`src/rtl/bb_pkg.sv`:
```
package bb_pkg;
  typedef enum logic [1:0] {
    MODE_NONE  = 2'd0,
    MODE_READ  = 2'd1,
    MODE_WRITE = 2'd2
  } bridge_mode_e;
endpackage

```
`src/rtl/bb_uart_tx.sv`:
```
module bb_uart_tx #(
  parameter int DATA_W       = 8,
  parameter int CLKS_PER_BIT = 64
) (
  input  logic              clk,
  input  logic              rst,
  input  logic              start,
  input  logic [DATA_W-1:0] din,
  output logic              txd,
  output logic              busy,
  output logic              done
);
  localparam int NB = DATA_W + 2;
  localparam int CW = $clog2(CLKS_PER_BIT);
  localparam int IW = $clog2(NB);

  logic [NB-1:0] shreg;
  logic [CW-1:0] clk_cnt;
  logic [IW-1:0] bit_idx;

  always_ff @(posedge clk) begin
    if (rst) begin
      shreg   <= '1;
      clk_cnt <= '0;
      bit_idx <= '0;
      busy    <= 1'b0;
      done    <= 1'b0;
      txd     <= 1'b1;
    end else begin
      done <= 1'b0;
      if (!busy) begin
        if (start) begin
          shreg   <= {1'b1, din, 1'b0};
          clk_cnt <= '0;
          bit_idx <= '0;
          busy    <= 1'b1;
          txd     <= 1'b0;
        end
      end else if (clk_cnt == CW'(CLKS_PER_BIT - 1)) begin
        clk_cnt <= '0;
        if (bit_idx == IW'(NB - 1)) begin
          busy <= 1'b0;
          done <= 1'b1;
          txd  <= 1'b1;
        end else begin
          bit_idx <= bit_idx + 1'b1;
          shreg   <= {1'b1, shreg[NB-1:1]};
          txd     <= shreg[1];
        end
      end else begin
        clk_cnt <= clk_cnt + 1'b1;
      end
    end
  end
endmodule

```
`src/rtl/bb_uart_rx.sv`:
```
module bb_uart_rx #(
  parameter int DATA_W   = 8,
  parameter int TICK_DIV = 4,
  parameter int OVS      = 16
) (
  input  logic              clk,
  input  logic              rst,
  input  logic              en,
  input  logic              rxd,
  output logic              valid,
  output logic [DATA_W-1:0] dout
);
  localparam int DW = (TICK_DIV > 1) ? $clog2(TICK_DIV) : 1;
  localparam int OW = $clog2(OVS);
  localparam int BW = (DATA_W > 1) ? $clog2(DATA_W) : 1;

  typedef enum logic [1:0] {S_IDLE, S_START, S_DATA, S_STOP} rx_state_e;

  rx_state_e         state;
  logic [1:0]        sync;
  logic [DW-1:0]     div_cnt;
  logic              tick;
  logic [OW-1:0]     os_cnt;
  logic [BW-1:0]     bit_idx;
  logic [DATA_W-1:0] shreg;

  assign tick = (div_cnt == DW'(TICK_DIV - 1));

  always_ff @(posedge clk) begin
    if (rst || !en) begin
      sync <= 2'b11;
    end else begin
      sync <= {sync[0], rxd};
    end
  end

  always_ff @(posedge clk) begin
    if (rst || !en) begin
      state   <= S_IDLE;
      div_cnt <= '0;
      os_cnt  <= '0;
      bit_idx <= '0;
      shreg   <= '0;
      valid   <= 1'b0;
      dout    <= '0;
    end else begin
      valid <= 1'b0;
      if (state == S_IDLE) div_cnt <= '0;
      else if (tick)       div_cnt <= '0;
      else                 div_cnt <= div_cnt + 1'b1;
      case (state)
        S_IDLE: begin
          os_cnt <= '0;
          if (!sync[1]) state <= S_START;
        end
        S_START: if (tick) begin
          if (os_cnt == OW'(OVS/2 - 1)) begin
            os_cnt  <= '0;
            bit_idx <= '0;
            state   <= sync[1] ? S_IDLE : S_DATA;
          end else begin
            os_cnt <= os_cnt + 1'b1;
          end
        end
        S_DATA: if (tick) begin
          if (os_cnt == OW'(OVS - 1)) begin
            os_cnt <= '0;
            shreg  <= {sync[1], shreg[DATA_W-1:1]};
            if (bit_idx == BW'(DATA_W - 1)) state <= S_STOP;
            else bit_idx <= bit_idx + 1'b1;
          end else begin
            os_cnt <= os_cnt + 1'b1;
          end
        end
        default: if (tick) begin
          if (os_cnt == OW'(OVS - 1)) begin
            os_cnt <= '0;
            state  <= S_IDLE;
            if (sync[1]) begin
              valid <= 1'b1;
              dout  <= shreg;
            end
          end else begin
            os_cnt <= os_cnt + 1'b1;
          end
        end
      endcase
    end
  end
endmodule

```
`src/rtl/bb_rx_fifo.sv`:
```
module bb_rx_fifo #(
  parameter int DATA_W = 8,
  parameter int DEPTH  = 8
) (
  input  logic                       clk,
  input  logic                       rst,
  input  logic                       clear,
  input  logic                       push,
  input  logic [DATA_W-1:0]          din,
  input  logic                       pop,
  output logic [DATA_W-1:0]          head,
  output logic [$clog2(DEPTH+1)-1:0] count
);
  localparam int PW = (DEPTH > 1) ? $clog2(DEPTH) : 1;
  localparam int CW = $clog2(DEPTH + 1);

  logic [DATA_W-1:0] mem [DEPTH];
  logic [PW-1:0]     rd_ptr, wr_ptr;
  logic              full, do_pop;

  function automatic logic [PW-1:0] nxt(input logic [PW-1:0] p);
    return (p == PW'(DEPTH - 1)) ? '0 : p + 1'b1;
  endfunction

  assign full   = (count == CW'(DEPTH));
  assign do_pop = pop && (count != '0);
  assign head   = mem[rd_ptr];

  always_ff @(posedge clk) begin
    if (push && !clear) mem[wr_ptr] <= din;
  end

  always_ff @(posedge clk) begin
    if (rst || clear) begin
      rd_ptr <= '0;
      wr_ptr <= '0;
      count  <= '0;
    end else if (push && full) begin
      rd_ptr <= wr_ptr;
      wr_ptr <= nxt(wr_ptr);
      count  <= CW'(1);
    end else begin
      if (push)   wr_ptr <= nxt(wr_ptr);
      if (do_pop) rd_ptr <= nxt(rd_ptr);
      count <= count + CW'(push) - CW'(do_pop);
    end
  end
endmodule

```
`src/rtl/bus2uart_bridge.sv`:
```
module bus2uart_bridge
  import bb_pkg::*;
#(
  parameter int          ADDR_W     = 12,
  parameter int          DATA_W     = 8,
  parameter int          DEPTH      = 8,
  parameter int          TICK_DIV   = 4,
  parameter int          OVS        = 16,
  parameter logic [11:0] ADR_STATUS = 12'h000,
  parameter logic [11:0] ADR_RDATA  = 12'h080,
  parameter logic [11:0] ADR_WDATA  = 12'h081
) (
  input  logic              clk,
  input  logic              rst,
  input  logic [ADDR_W-1:0] addr,
  input  logic              rw,
  input  logic              phi2,
  input  logic [DATA_W-1:0] data_in,
  output logic [DATA_W-1:0] data_out,
  output logic              data_oe,
  output logic              ready,
  output logic              rom_sel,
  input  logic              rxd,
  output logic              txd
);
  localparam int CW           = $clog2(DEPTH + 1);
  localparam int CLKS_PER_BIT = OVS * TICK_DIV;

  bridge_mode_e      mode;
  logic              rd_hit, wr_hit, stat_rd;
  logic              rd_q, wr_q, rd_edge, wr_edge;
  logic              oe_q;
  logic [DATA_W-1:0] data_q;
  logic              tx_launch, tx_busy, tx_done;
  logic              rx_valid, rx_push;
  logic [DATA_W-1:0] rx_byte, fifo_head;
  logic [CW-1:0]     fifo_count;
  logic              fifo_clear, fifo_pop;

  assign rd_hit  = phi2 && rw  && (addr == ADDR_W'(ADR_RDATA));
  assign wr_hit  = phi2 && !rw && (addr == ADDR_W'(ADR_WDATA));
  assign stat_rd = phi2 && rw  && (addr == ADDR_W'(ADR_STATUS));
  assign rom_sel = rw && (addr[8] || addr[9]);

  always_ff @(posedge clk) begin
    if (rst) begin
      rd_q <= 1'b0;
      wr_q <= 1'b0;
    end else begin
      rd_q <= rd_hit;
      wr_q <= wr_hit;
    end
  end

  assign rd_edge    = rd_hit && !rd_q;
  assign wr_edge    = wr_hit && !wr_q;
  assign tx_launch  = wr_edge && (mode == MODE_WRITE) && ready && !tx_busy;
  assign rx_push    = rx_valid && (mode == MODE_READ);
  assign fifo_clear = rd_edge && (mode != MODE_READ);
  assign fifo_pop   = rd_edge && (mode == MODE_READ);

  always_ff @(posedge clk) begin
    if (rst) begin
      mode  <= MODE_NONE;
      ready <= 1'b0;
      oe_q  <= 1'b0;
    end else if (rd_edge && mode != MODE_READ) begin
      mode  <= MODE_READ;
      ready <= 1'b0;
      oe_q  <= 1'b1;
    end else if (wr_edge && mode != MODE_WRITE) begin
      mode  <= MODE_WRITE;
      ready <= 1'b1;
      oe_q  <= 1'b0;
    end else if (tx_launch) begin
      ready <= 1'b0;
    end else if (tx_done && mode == MODE_WRITE) begin
      ready <= 1'b1;
    end else if (mode == MODE_READ) begin
      if (rx_push)      ready <= 1'b1;
      else if (rd_edge) ready <= (fifo_count > CW'(1));
    end
  end

  always_ff @(posedge clk) begin
    if (rst) data_q <= '0;
    else     data_q <= (fifo_count != '0) ? fifo_head : '0;
  end

  assign data_out = stat_rd ? {ready, {(DATA_W-1){1'b0}}} : data_q;
  assign data_oe  = oe_q || stat_rd;

  bb_uart_tx #(.DATA_W(DATA_W), .CLKS_PER_BIT(CLKS_PER_BIT)) u_tx (
    .clk(clk), .rst(rst), .start(tx_launch), .din(data_in),
    .txd(txd), .busy(tx_busy), .done(tx_done)
  );

  bb_uart_rx #(.DATA_W(DATA_W), .TICK_DIV(TICK_DIV), .OVS(OVS)) u_rx (
    .clk(clk), .rst(rst), .en(mode == MODE_READ), .rxd(rxd),
    .valid(rx_valid), .dout(rx_byte)
  );

  bb_rx_fifo #(.DATA_W(DATA_W), .DEPTH(DEPTH)) u_fifo (
    .clk(clk), .rst(rst), .clear(fifo_clear), .push(rx_push), .din(rx_byte),
    .pop(fifo_pop), .head(fifo_head), .count(fifo_count)
  );
endmodule

```
`config.mk`:
```
export PLATFORM = sky130hd
export DESIGN_NAME = bus2uart_bridge
export DESIGN_NICKNAME = d
export VERILOG_FILES = /design/src/rtl/bb_pkg.sv /design/src/rtl/bb_uart_tx.sv /design/src/rtl/bb_uart_rx.sv /design/src/rtl/bb_rx_fifo.sv /design/src/rtl/bus2uart_bridge.sv
export SDC_FILE = /design/constraint.sdc
export NUM_CORES = 1
export LEC_CHECK = 0
export ABC_AREA = 1
export CELL_PAD_IN_SITES_DETAIL_PLACEMENT = 0
export CELL_PAD_IN_SITES_GLOBAL_PLACEMENT = 1
export CORE_ASPECT_RATIO = 0.8
export CORE_MARGIN = 2
export CORE_UTILIZATION = 40
export CTS_CLUSTER_DIAMETER = 80
export DETAILED_ROUTE_END_ITERATION = 6
export PLACE_DENSITY = 0.68
export SLEW_MARGIN = 20
export SYNTH_ARGS = -nofsm -noshare
export SYNTH_HDL_FRONTEND = slang
export SYNTH_SLANG_ARGS = --single-unit
```
`constraint.sdc`:
```
create_clock -name clk -period 3.5 [get_ports clk]
set_input_delay 0.7 -clock clk [delete_from_list [all_inputs] [get_ports clk]]
set_output_delay 0.7 -clock clk [all_outputs]
set_load 0.05 [all_outputs]
```
# After elaboration in Yosys (flattened, before gate mapping)
# Memories as Yosys holds them, arrays and structs flattened. A register that Yosys moved wholly into a read port is not among the register bits.
# Cells that the tools add are included.
dict set report totals {
  n_memories 1
  input_bits 25
  regBits 69
  ramBits 64
  out_inout_bits 12
}
# name words word_bits rd rd_clocked_by_memory_dff write_ports line
set memory_table {}
lappend memory_table {u_fifo.mem 8 8 1 1 1 bb_rx_fifo.sv:17} ;# logic [DATA_W-1:0] mem [DEPTH];
dict set report op_classes {
  add_sub_neg 9
  n_eq_ne 26
  reduce_logical 56
  bitwise 6
  n_lt_le_gt_ge 1
  n_mux 62
}
# op count
set op_table {}
lappend op_table {{10-bit 2-to-1 mux} 4}
lappend op_table {{3-bit 2-to-1 mux} 11}
lappend op_table {{4-bit 2-to-1 mux} 8}
lappend op_table {{12-bit by 8-bit == test with 1-bit output (second input constant)} 2}
lappend op_table {{1-bit 2-to-1 mux} 23}
lappend op_table {{1-bit logical AND} 19}
lappend op_table {{2-bit 2-to-1 mux} 9}
lappend op_table {{6-bit 2-to-1 mux} 3}
lappend op_table {{4-bit == test (second input constant)} 3}
lappend op_table {{12-bit zero test} 1}
lappend op_table {{2-bit by 1-bit inequality test with 1-bit output (second input constant)} 6}
lappend op_table {{2-bit nonzero test} 6}
lappend op_table {{2-bit inequality test (second input constant)} 5}
lappend op_table {{3-bit by 1-bit adder with 3-bit output (second input constant)} 3}
lappend op_table {{3-bit == test (second input constant)} 3}
lappend op_table {{3-bit OR reduction} 3}
lappend op_table {{4-bit by 1-bit adder with 4-bit output (second input constant)} 2}
lappend op_table {{8-bit 2-to-1 mux} 1}
lappend op_table {{4-bit one-hot mux with 2 select lines} 1}
lappend op_table {{8-bit AND reduction} 1}
lappend op_table {{4-bit nonzero test} 2}
lappend op_table {{6-bit by 1-bit adder with 6-bit output (second input constant)} 1}
lappend op_table {{2-bit == test (second input constant)} 3}
lappend op_table {{6-bit == test (second input constant)} 1}
lappend op_table {{other kinds (20)} 39}

# Depth between registers and ports, before layout
# Gate-level depths: netlist (run 1).
dict set report depth {
  depth_word 9
  mapped_depth 13
  depth_no_buf 13
}

# By module
# Synthesis (run 1) repeated with hierarchy kept, for this count alone.
dict set report unflattened {
  cells_unflattened 751
  hier_area_um2 6491.2
}
# mod n_inst cells_each area_per_inst_um2
set by_module_without_submodules {}
lappend by_module_without_submodules {bb_rx_fifo 1 300 3279.4}
lappend by_module_without_submodules {bb_uart_rx 1 179 1373.8}
lappend by_module_without_submodules {bb_uart_tx 1 158 1121.1}
lappend by_module_without_submodules {bus2uart_bridge 1 114 716.9}

# Worst setup path before layout (run 1)
# No wires, ideal clock.
dict set report synth_path {
  kind {in2out}
  start {input addr[11]}
  end {output data_out[7]}
  path_stages 5
  n_path_buf 0
  arrival_ns 2.273
  setup_slack_ns 0.527
  required_time_ns 2.800
  cell_sequence {nor2_1 -> nand2_2 -> nor4_1 -> nand2_1 -> o21ai_0}
}
dict set report synth_via {
  elab_chain_cells 3
}
# item line
set synth_lines {}
lappend synth_lines {{start: declaration} bus2uart_bridge.sv:15} ;# input logic [ADDR_W-1:0] addr,
lappend synth_lines {{12-bit zero test} bus2uart_bridge.sv:42} ;# assign stat_rd = phi2 && rw && (addr == ADDR_W'(ADR_STATUS));
lappend synth_lines {{1-bit logical AND} bus2uart_bridge.sv:42}
lappend synth_lines {{8-bit 2-to-1 mux} bus2uart_bridge.sv:90} ;# assign data_out = stat_rd ? {ready, {(DATA_W-1){1'b0}}} : data_q;
lappend synth_lines {{end: declaration} bus2uart_bridge.sv:19} ;# output logic [DATA_W-1:0] data_out,
# No other way between the ends.

# Final worst setup path (run 1)
dict set report layout_path {
  start {input addr[9]}
  end {output data_out[0]}
}
# Same word-level chain as after synthesis.

==> flow_summary.json, run 1 <==
{
  "path_cells": "clkdlybuf4s50_1, nor2_2, nand2_2, nor4_1, nand2_1, inv_1, nor2_1, buf_4",
  "synth-edff-count": 64,
  "tns_ps": 0,
  "fin_cells": 915,
  "yosysWarnings": 0,
  "dp_slack_ps": 394,
  "antenna_cells": 0,
  "cts_sinks": 138,
  "core-area_um2": 14900,
  "wirelength_um": 12800,
  "async_flop_share_pct": 0,
  "synth_cells": 674,
  "via_per_inst": 4.93,
  "hold-worst-slack_ps": 412,
  "ys_types": 36,
  "critPathTopFamily": "buffers and inverters",
  "status": "finished, final reports clean",
  "cp.required_ps": 2800,
  "finalClockSkew_ps": 8.99,
  "hold_path_class": "flop to flop",
  "syn_to_final_growth_pct": 17.6,
  "powerDensity_nw_per_um2": 467,
  "start_kind": "primary input",
  "ys_ff_latch": 138,
  "worstMarginPinSlew_ps": 961,
  "via_count": 4515,
  "fmax_ghz": 0.327,
  "yosysSeqAreaShare_pct": 56.4,
  "cts_buffers": 17,
  "synth_nets": 722,
  "critPathMaxFanout": 7,
  "maxCapViolCount": 0,
  "postRouteAntennaNets": 0,
  "drt_iter0_drc": 303,
  "fin_crit_sh_pct": 87.2,
  "synthTopCellsByCount": "nor2_1 (151), nand2_1 (108), dfxtp_1 (74)",
  "clock_latency_ps": 430,
  "min_path_cells": 1,
  "end_kind": "output pin",
  "slew_headroom_pct": 35.7,
  "synth_area_leaders": "edfxtp_1 (32%), dfxtp_1 (25%), nor2_1 (9.4%)",
  "chipHeight_um": 114,
  "reg2reg_slack_ps": 1210,
  "hold_buffers": 0,
  "pin_count": 37,
  "grt_setup_unrepaired": "false",
  "path_clk_slew_ps": 60,
  "max_stage_delay_ps": 410,
  "hold_viol_final": 0,
  "synth_top_area_cell": "edfxtp_1",
  "clockBufferDepth": 2,
  "dr.pass1.iters": 5,
  "cp_num_buf_inv": 3,
  "grt_pass1_vias": 4410,
  "grt_overflow_total": 0,
  "cts-root-buf": "clkbuf_16",
  "cts_tree": "built",
  "slowest_stage": "clkdlybuf4s50_1",
  "min_from": "u_rx.sync[0]",
  "placed_cells_incl_taps": 883,
  "r2r_start": "u_fifo.count[2]",
  "synth_top_area_share_pct": 31.9,
  "grt_max_degree": 36,
  "slew_viol_final": 0,
  "grt_pass1_wl_um": 21500,
  "initial_core_util_pct": 40.6,
  "postCtsResizedCells": 0,
  "wl_per_cell_um": 14.0,
  "place_congestion": 0.747,
  "whs_endpoint": "u_rx.sync[1]",
  "syn_avg_cell_area_um2": 8.95,
  "p_leak_nw": 2.57,
  "post-route-drc-count": 0,
  "portBuffers": 36,
  "synth_top_flop_cell": "dfxtp_1",
  "drive_gt1_share_pct": 9.23,
  "netlist_area_um2": 6030,
  "num_rows": 40,
  "nNetsFinal": 761,
  "grt_use_total_pct": 17.3,
  "htree_levels": 4,
  "hpwl_um": 8530,
  "setup_ws_ps": 446,
  "worstRegToRegCells": 11,
  "max-vdd-ir-drop_uv": 309,
  "dieArea_um2": 16100,
  "die_w_um": 141,
  "crit_type": "primary input to output pin",
  "post-route-min-period_ps": 3050,
  "setup_viol": 0,
  "arrival_ps": 2350,
  "r2r-end": "u_fifo.count[2]",
  "cts_setup_buffers": 0,
  "antenna_found_initial": 0,
  "synthMostInstantiatedCell": "nor2_1"
}
==> worst reg2reg max path: cells and delay by family (launching register included) <==
family / cells / cell delay (ps)
flip-flops: 1 / 290
buffers and inverters: 3 / 220
XOR/XNOR: 1 / 140
adder cells (fa/ha/maj): 4 / 1070
AND/OR/NAND/NOR: 3 / 470
==> sequential cells by signal (all words and copies together), names as in the netlist, 2 cells and up <==
name           count
u_tx.clk_cnt       6
u_rx.os_cnt        4
data_q             8
mode               2
u_tx.bit_idx       4
u_rx.div_cnt       2
u_fifo.wr_ptr      3
u_rx.shreg         8
u_rx.dout          8
u_fifo.mem        64
u_rx.state         2
u_fifo.count       4
u_tx.shreg         8
u_fifo.rd_ptr      3
u_rx.sync          2
u_rx.bit_idx       3
==> final cells by class <==
type                    count  area (um^2)
inverters                  64          240
fillers                  1443         7770
clock inverters            12         75.1
clock buffers              20          447
flip-flops and latches    138         3400
repair buffers             40          393
multi-input cells         452         2300
well taps                 189          236
==> layout by cell type, fill, tap and decap left out, types with 2 or more instances in the layout <==
| cell type | instances |
|---|---|
| nor2_1 | 151 |
| nand2_1 | 108 |
| dfxtp_1 | 74 |
| edfxtp_1 | 64 |
| inv_1 | 61 |
| o21ai_0 | 50 |
| a21oi_1 | 33 |
| clkdlybuf4s50_1 | 27 |
| ha_1 | 22 |
| nand3_1 | 19 |
| clkbuf_16 | 17 |
| o32ai_1 | 16 |
| buf_4 | 11 |
| nand2_2 | 7 |
| clkinv_2 | 5 |
| nor3_1 | 4 |
| nor2_4 | 4 |
| nand4_1 | 4 |
| o21ai_1 | 4 |
| or2_2 | 4 |
| nor2_2 | 3 |
| xor2_1 | 3 |
| o22ai_1 | 3 |
| clkinv_1 | 3 |
| clkinv_4 | 3 |
| nor4_1 | 2 |
| inv_2 | 2 |
| nand4_2 | 2 |
| nand3_2 | 2 |
| xnor2_1 | 2 |
| clkbuf_1 | 2 |
| buf_12 | 2 |
==> cells by family after synthesis <==
kind of cell               count (synthesis)  synth area share (%)
xor gates and xnor gates                   5                 0.726
buffers and inverters                     84                  5.48
adders and majority gates                 23                  4.90
DFF                                      138                  56.4
AOI/OAI and AO/OA                        110                  10.4
and+or+nand+nor                          314                  22.1
==> worst max path at each step <==
stage             start  cells past startpoint  slack [ps]     endpoint
2_1_floorplan  addr[11]                      5         530  data_out[7]
3_3_place_gp    addr[9]                      8         460  data_out[2]
3_5_place_dp    addr[9]                      8         390  data_out[6]
4_1_cts         addr[9]                      8         390  data_out[6]
5_1_grt         addr[9]                      8         280  data_out[3]
6_report        addr[9]                      8         450  data_out[0]
==> report_power, final <==
| group | internal [mW] | leakage (nW) | total (mW) | switching, mW |
|---|---|---|---|---|
| Combinational | 0.0297 | 1.27 | 0.0530 | 0.0233 |
| Sequential | 1.67 | 1.04 | 1.67 | 0.00000404 |
| Clock | 0.915 | 0.259 | 1.58 | 0.670 |
| Total | 2.62 | 2.57 | 3.31 | 0.693 |
==> routing by layer <==
metal | wire length (um) | vias to the layer above | track usage [%]
li1 | - | 2317 | -
met1 | 6250 | 2091 | 23.0
met2 | 5790 | 100 | 26.9
met3 | 676 | 7 | 5.00
met4 | 87 | 0 | 6.40
met5 | 0 | - | 0
==> metrics by stage <==
step	total power, mW	utilization (%)	cell area, um^2
2_1_floorplan	1.73	-	6030
3_3_place_gp	1.76	44.2	6570
3_5_place_dp	1.76	44.2	6570
4_1_cts	3.35	47.7	7090
5_1_grt	3.43	47.7	7090
6_report	3.31	47.7	7090
Power figures use the tool's default switching activity.
==> inputs of run 2 (changes only) <==
- CORE_MARGIN: 2 -> unset
==> flow_summary.json, run 2 (synthesis gave the netlist of run 1 again) <==
{
  "status": "finished, final reports clean",
  "initial_core_util_pct": 41.6,
  "clockBufferDepth": 2,
  "largest_reg_flops": 64,
  "finalClockSkew_ps": 14.8,
  "max_stage_delay_ps": 420,
  "final_cell_mix": "nor2_1 (151), nand2_1 (108), dfxtp_1 (74)",
  "grt_pass1_vias": 4361,
  "portBuffers": 36,
  "cp.required_ps": 2800,
  "antenna_cells": 0,
  "cts_setup_buffers": 0,
  "nFillCells": 1369,
  "fmax_ghz": 0.332,
  "wirelength_um": 12500,
  "hpwl_um": 8530,
  "maxCapViolCount": 0,
  "via_count": 4476,
  "fin_cells": 911,
  "grt.met3_usage_pct": 4.39,
  "core-area_um2": 14500,
  "pin_count": 37,
  "placed_cells_incl_taps": 879,
  "chipHeight_um": 112,
  "layout_commonest_cell": "nor2_1",
  "slew_viol_final": 0,
  "htree_levels": 4,
  "nNetsFinal": 762,
  "cts-root-buf": "clkbuf_16",
  "cts_sinks": 138,
  "grt_use_total_pct": 17.9,
  "grt_max_degree": 36,
  "path_clk_slew_ps": 50,
  "cts_buffers": 17,
  "grt_pass1_wl_um": 21500,
  "regMostFlops": "u_fifo.mem",
  "tns_ps": 0,
  "post-route-min-period_ps": 3010,
  "antenna_found_initial": 0,
  "max-vdd-ir-drop_uv": 355,
  "grt_use_met2_pct": 27.8,
  "grt_setup_unrepaired": "false",
  "powerDensity_nw_per_um2": 495,
  "post-route-drc-count": 0,
  "hold_path_class": "flop to flop",
  "drt_iter0_drc": 307,
  "clock_latency_ps": 420,
  "fin_crit_sh_pct": 86.1,
  "start_kind": "primary input",
  "slowest_stage": "clkdlybuf4s50_1",
  "grt_most_used_layer": "met2",
  "hold_buffers": 0,
  "p_leak_nw": 2.60,
  "critPathMaxFanout": 7,
  "end_kind": "output pin",
  "crit_type": "primary input to output pin",
  "syn_to_final_growth_pct": 19.1,
  "cts_tree": "built",
  "slew_headroom_pct": 29.7,
  "die_w_um": 139,
  "place_congestion": 0.759,
  "wl_per_cell_um": 13.7,
  "grt_util_met1_pct": 24.4,
  "setup_viol": 0,
  "grt_overflow_total": 0,
  "dr.pass1.iters": 4,
  "num_rows": 39,
  "dieArea_um2": 15600,
  "arrival_ps": 2310,
  "drive_gt1_share_pct": 9.35,
  "worstMarginPinSlew_ps": 1050,
  "hold_viol_final": 0,
  "postRouteAntennaNets": 0,
  "path_cells": "clkdlybuf4s50_1, nor2_2, nand2_2, nor4_1, nand2_1, inv_1, nor2_1, buf_4",
  "via_per_inst": 4.91,
  "postCtsResizedCells": 0
}
[run 2: changes by cell type in the layout (fill, tap and decap cells not counted), sizes merged]
cell	previous run	this run
clkinv	11	2
clkinvlp	1	2
buf	13	14
bufinv	0	3
clkbuf	20	25
[run 2: area by class of cell]
cell class / instances / area (um^2) / share of cell area (%)
Sequential cell: 138 / 3400 / 47.4
Inverter: 64 / 240 / 3.34
Multi-Input combinational cell: 452 / 2300 / 32.0
Timing Repair Buffer: 41 / 400 / 5.57
Clock buffer: 25 / 495 / 6.90
Tap cell: 184 / 230 / 3.21
Clock inverter: 7 / 115 / 1.60
[run 2: stage by stage]
stage	cell area [um^2]	power, mW	util, %	setup slack (ps)	hold slack (ps)
2_1_floorplan	6030	1.73	-	527	393
3_3_place_gp	6570	1.76	45.3	519	396
3_5_place_dp	6570	1.76	45.3	472	402
5_1_grt	7180	3.67	49.6	277	421
4_1_cts	7180	3.59	49.6	471	414
6_report	7180	3.55	49.6	486	415
[run 2: path summary, 6_finish.rpt]
kind	start	end	slack, ps	depth (start not counted)
setup / recovery	addr[9]	data_out[6]	490	8
hold / removal	u_rx.sync[0]	u_rx.sync[1]	420	1
setup reg to reg	u_fifo.count[2]	u_fifo.count[2]	1120	11
hold reg to reg	u_rx.sync[0]	u_rx.sync[1]	420	1
[run 2: layer usage]
metal	routed length (um)	part of all wire, %
met4	118	0.94
met2	5610	45
met1	6450	51
met5	0	0
met3	354	2.8
[run 2: worst max-delay path: cells and delay by family]
family,cells,cell delay (ps)
buffers and inverters,3,910
AND/OR/NAND/NOR,5,700
[run 2: power breakdown]
part           leakage (nW)  switching [mW]  internal, mW
Clock                 0.293           0.632          1.19
Sequential             1.04      0.00000413          1.67
Combinational          1.27          0.0236        0.0305
==> inputs of run 3 (changes only) <==
- CTS_CLUSTER_DIAMETER: 80 -> unset
==> results of run 3 <==
The final DEF is identical to that of run 2; final timing and power are the same.
